--- config.mk ---
export PLATFORM = sky130hd
export DESIGN_NAME = jam_shift_reg
export DESIGN_NICKNAME = d
export VERILOG_FILES = /design/src/rtl/jsr_pkg.sv /design/src/rtl/jsr_stage.sv /design/src/rtl/jsr_tap.sv /design/src/rtl/jam_shift_reg.sv
export SDC_FILE = /design/constraint.sdc
export NUM_CORES = 1
export LEC_CHECK = 0
export BUFFER_PORTS_ARGS = -buffer_cell sky130_fd_sc_hd__buf_2
export CAP_MARGIN = 30
export CORE_AREA = 4 4 41 43
export DETAILED_ROUTE_END_ITERATION = 12
export DIE_AREA = 0 0 45 47
export GPL_TIMING_DRIVEN = 1
export SYNTH_ARGS = -nofsm -noshare
export SYNTH_HDL_FRONTEND = slang
export SYNTH_SLANG_ARGS = --single-unit
export TNS_END_PERCENT = 50
--- constraint.sdc ---
create_clock -name clk -period 1.1 [get_ports clk]
set_clock_uncertainty 0.1 [all_clocks]
set_input_delay 0.11 -clock clk [delete_from_list [all_inputs] [get_ports clk]]
set_output_delay 0.11 -clock clk [all_outputs]
set_load 0.02 [all_outputs]
--- src/rtl/jsr_pkg.sv ---
package jsr_pkg;

  typedef enum logic {
    ENTRY_SHIFT = 1'b0,
    ENTRY_JAM   = 1'b1
  } entry_e;

  // Select which source a stage captures.
  function automatic entry_e entry_of(input logic mode_hi);
    return mode_hi ? ENTRY_JAM : ENTRY_SHIFT;
  endfunction

  // Next value of one stage given its entry kind.
  function automatic logic stage_next(input entry_e kind,
                                      input logic   upstream,
                                      input logic   jam);
    return (kind == ENTRY_JAM) ? jam : upstream;
  endfunction

endpackage

--- src/rtl/jsr_stage.sv ---
module jsr_stage
  import jsr_pkg::*;
#(
  parameter int ASYNC_LOAD = 0
) (
  input  logic clk,
  input  logic rst_n,
  input  logic load,
  input  logic upstream,
  input  logic jam,
  output logic q
);

  generate
    if (ASYNC_LOAD != 0) begin : g_forced
      // A rising load writes the jam bit at once; while load is high,
      // a clock edge rewrites the same (stable) jam bit.
      always_ff @(posedge clk or negedge rst_n or posedge load) begin
        if (!rst_n)    q <= 1'b0;
        else if (load) q <= jam;
        else           q <= upstream;
      end
    end else begin : g_clocked
      always_ff @(posedge clk or negedge rst_n) begin
        if (!rst_n) q <= 1'b0;
        else        q <= stage_next(entry_of(load), upstream, jam);
      end
    end
  endgenerate

endmodule

--- src/rtl/jsr_tap.sv ---
module jsr_tap #(
  parameter int WIDTH = 8,
  parameter int INDEX = 8
) (
  input  logic [WIDTH-1:0] vec,
  output logic             bit_o
);

  localparam int POS = INDEX - 1;

  assign bit_o = vec[POS];

endmodule

--- src/rtl/jam_shift_reg.sv ---
module jam_shift_reg #(
  parameter int STAGES     = 8,
  parameter int ASYNC_LOAD = 0,
  parameter int TAP_A      = 6,
  parameter int TAP_B      = 7
) (
  input  logic              clk,
  input  logic              rst_n,
  input  logic              mode_load,
  input  logic              ser_in,
  input  logic [STAGES-1:0] par_in,
  output logic              tap_a,
  output logic              tap_b,
  output logic              tap_last
);

  localparam int LAST = STAGES;

  logic [STAGES-1:0] st;
  logic [STAGES-1:0] feed;

  // Named events for the checker.
  logic shift_evt;
  logic load_evt;
  assign shift_evt = rst_n & ~mode_load;
  assign load_evt  = rst_n &  mode_load;

  assign feed[0] = ser_in;

  generate
    for (genvar k = 0; k < STAGES; k++) begin : g_stage
      if (k > 0) begin : g_link
        assign feed[k] = st[k-1];
      end
      jsr_stage #(.ASYNC_LOAD(ASYNC_LOAD)) u_stage (
        .clk      (clk),
        .rst_n    (rst_n),
        .load     (mode_load),
        .upstream (feed[k]),
        .jam      (par_in[k]),
        .q        (st[k])
      );
    end
  endgenerate

  jsr_tap #(.WIDTH(STAGES), .INDEX(TAP_A)) u_tap_a (.vec(st), .bit_o(tap_a));
  jsr_tap #(.WIDTH(STAGES), .INDEX(TAP_B)) u_tap_b (.vec(st), .bit_o(tap_b));
  jsr_tap #(.WIDTH(STAGES), .INDEX(LAST))  u_tap_l (.vec(st), .bit_o(tap_last));

endmodule

### Yosys cells after proc, flatten, opt, wreduce, memory -nomap -nowiden

Cells that the tools add are included.

* output and inout port bits: 3
* word-level logic and storage cells: 17
* input bits: 12
* register bits after elaboration: 8

* mux-type cells: 9

Operator list (count)
* 2-to-1 mux 1 bit: 9

### Longest topological paths before layout

* word-level depth: 2
* gate-level depth with buffers: 2
* mapped depth without buffers: 1

### Hierarchy

A second synthesis with hierarchy kept.

* cell total of the unflattened synthesis: 19
* area total of the unflattened synthesis: 342.8 um2

Modules (own cells, without submodules)
* jsr_stage: area each 40.0 um2, seq. area each 25.0 um2, instances 8, cells each 2
* jsr_tap: area each 7.5 um2, seq. area each 0.0 um2, instances 3, cells each 1

### Worst setup path before layout

OpenSTA, ideal clock, no wires.

* kind: register to register
* from: register g_stage[5].u_stage.q
* to: register g_stage[6].u_stage.q
* buffers on the path: 0
* clock period less this slack: 0.935 ns
* stages on the path, launching flop included: 2
* setup time: 0.125 ns
* setup slack: 0.165 ns
* data arrival time: 0.710 ns
* data required time: 0.875 ns
* path through: dfrtp_1 -> mux2_4

* cells in the longest elaborated chain, start to end: 1

Ends and longest elaborated chain
* start, declared: line jsr_stage.sv:11 `output logic q`
* start signal, assigned: line jsr_stage.sv:26 `else q <= stage_next(entry_of(load), upstream, jam);`
* 2-to-1 mux 1 bit: line jsr_pkg.sv:17 `return (kind == ENTRY_JAM) ? jam : upstream;`
* end signal, assigned: line jsr_stage.sv:26
* end, declared: line jsr_stage.sv:11

Every way passes these cells.

### Worst setup path after layout

* from: input par_in[3]
* to: register g_stage[3].u_stage.q

* cells in the longest elaborated chain, start to end: 1

Ends and longest elaborated chain
* start, declared: line jam_shift_reg.sv:11 `input logic [STAGES-1:0] par_in,`
* 2-to-1 mux 1 bit: line jsr_pkg.sv:17
* end signal, assigned: line jsr_stage.sv:26
* end, declared: line jsr_stage.sv:11

Every way passes these cells.

==> results_dict.tcl <==
set metrics [dict create \
    cts_buffer_depth 2 \
    cts_resized 0 \
    worstSetupPathType "in2reg" \
    path_max_fanout 1 \
    cts_root_buffer "clkbuf_4" \
    min_period_ns 0.993 \
    cp-end-kind "register" \
    powerDensity_mw_per_mm2 1290 \
    start_kind "input pin" \
    yosys-top-cells-count "dfrtp_1 (8), mux2_4 (8), buf_6 (1)" \
    r2r_setup_slack_ns 0.25 \
    slew_violations 0 \
    rr_worst_depth 1 \
    r2r_end "g_stage[7].u_stage.q" \
    timing.final.ws_setup_ns 0.107 \
    syn_area_um2 332 \
    cp.required_ns 1.13 \
    grt_overflow 0 \
    dr.pass1.iters 2 \
    wire_per_inst_um 11.3 \
    maxCapViolations 0 \
    crit_chain "dlygate4sd3_1 > buf_2 > mux2_4" \
    post_cts_buffers 0 \
    dpl_cell_area_um2 409 \
    ant_nets 0 \
    fin_crit_sh 0.903 \
    critPathTopFamily "buffers and inverters" \
    routed_wl_um 655 \
    synth_ff_type "dfrtp_1" \
    slowest_stage "dlygate4sd3_1" \
    hold_violations 0 \
    worstPathArrival_ns 1.02 \
    cp_num_buf_inv 2 \
    multi_input_area_um2 120 \
    synthCells 17 \
    place_congestion 0.690 \
    io_buffers 14 \
    synth_cell_type_count 3 \
    setup_viol 0 \
    postCtsHoldBufs 9 \
    yosysSeqAreaShare 0.604 \
    tritoncts "done" \
    nFillCells 132 \
    synthTopCellsByArea "dfrtp_1 (60%), mux2_4 (36%), buf_6 (3.4%)" \
    ys_seq_elements 8 \
    syn_avg_cell_area_um2 19.5 \
    core_mm2 0.00130 \
    track_usage 0.0740 \
    hpwlAfterDp_um 478 \
    status "complete, no violations" \
    antenna_found_initial 0 \
    rsz0062_at_grt "false" \
    largest_register_ffs 8 \
    drc 0 \
    largestRegisters "g_stage.u_stage.q x8" \
    hold_class "in2async" \
    register_area_um2 200 \
    io_pins 15 \
    tightest_slew_ns 0.244 \
    die-area_mm2 0.00212 \
    syn_to_final_growth_pct 60.4 \
    netlist.area_leader.share 0.604 \
    synth_nets 29 \
    ir_drop_v 0.000640 \
    clk_pin_slew_ns 0.05 \
    cts_buffers 3 \
    top_register "g_stage.u_stage.q" \
    clock_latency_ns 0.25 \
    grt_pass1_vias 258 \
    slew_headroom 0.837 \
    synth-edff-count 0 \
    reg2reg_from "g_stage[6].u_stage.q" \
    start_util 0.255 \
    layout-drive-gt1-share 0.581 \
    fmax_mhz 1010 \
    max_stage_delay_ns 0.54 \
    die-width_um 45 \
    rows 13 \
    vias 235 \
    total_leakage_power_uw 0.000270 \
    yosys_warnings 0 \
    grt_max_degree 9 \
    final_cell_area_um2 532 \
    grt_first_pass_wirelength_mm 1.06 \
    viasPerCell 4.05 \
    htreeDepth 1 \
    drt_iter0_markers 1 \
    synth_area_leader_cell "dfrtp_1" \
    final_util 0.409 \
    fin_tns_setup_ns 0 \
    cts_sinks 8 \
    dp_slack_ns 0.196 \
    async_reset_ff_frac 1.00 \
    diodes 0 \
    nets 57 \
    die_y_um 47 \
]
## area by class of cell
| type | instances | area share |
|---|---|---|
| Multi-Input combinational cell | 8 | 0.226 |
| Clock buffer | 3 | 0.0424 |
| Tap cell | 15 | 0.0353 |
| Timing Repair Buffer | 24 | 0.320 |
| Sequential cell | 8 | 0.376 |
## placed cells by master (no fill, tap or decap), drive strengths merged
cell and n:
buf 14, mux2 8, dlygate4sd3 10, dfrtp 8, clkbuf 3
## worst max-delay path by stage
stage                                end  cells past startpoint                  from  slack [ns]
finish              g_stage[3].u_stage.q                      3             par_in[3]        0.11
global route                       tap_a                      1  g_stage[5].u_stage.q        0.06
CTS                                tap_a                      1  g_stage[5].u_stage.q         0.1
detailed placement  g_stage[3].u_stage.q                      2             mode_load        0.20
global placement    g_stage[2].u_stage.q                      2             mode_load        0.21
floorplan           g_stage[6].u_stage.q                      1  g_stage[5].u_stage.q        0.17
## routing by layer
layer,GRT usage,part of all wire,vias up
met5,0,0,-
met4,0.0526,0,0
met3,0.0230,0.12,0
met2,0.110,0.44,13
met1,0.0905,0.43,111
li1,-,-,111
## kinds of logic after synthesis
family   after synthesis  share of synthesized area
mux                    8                      0.362
buf+inv                1                     0.0340
flops                  8                      0.604
## power breakdown
part	switching [µW]	leakage [µW]	internal, µW
Combinational	47.9	0.000163	85.5
Sequential	10.1	0.0000933	323
Clock	92.8	0.0000138	124
Total	151	0.000270	532
## stage by stage
stage / hold WS, ns / total power, µW / std cells
after global routing: 0.138 / 725 / 58
final: 0.133 / 683 / 58
after CTS: 0.00476 / 694 / 57
after global placement: -0.148 / 440 / 45
after floorplan: -0.286 / 405 / 17
after detailed placement: -0.137 / 445 / 45
Power figures use the tool's default switching activity.
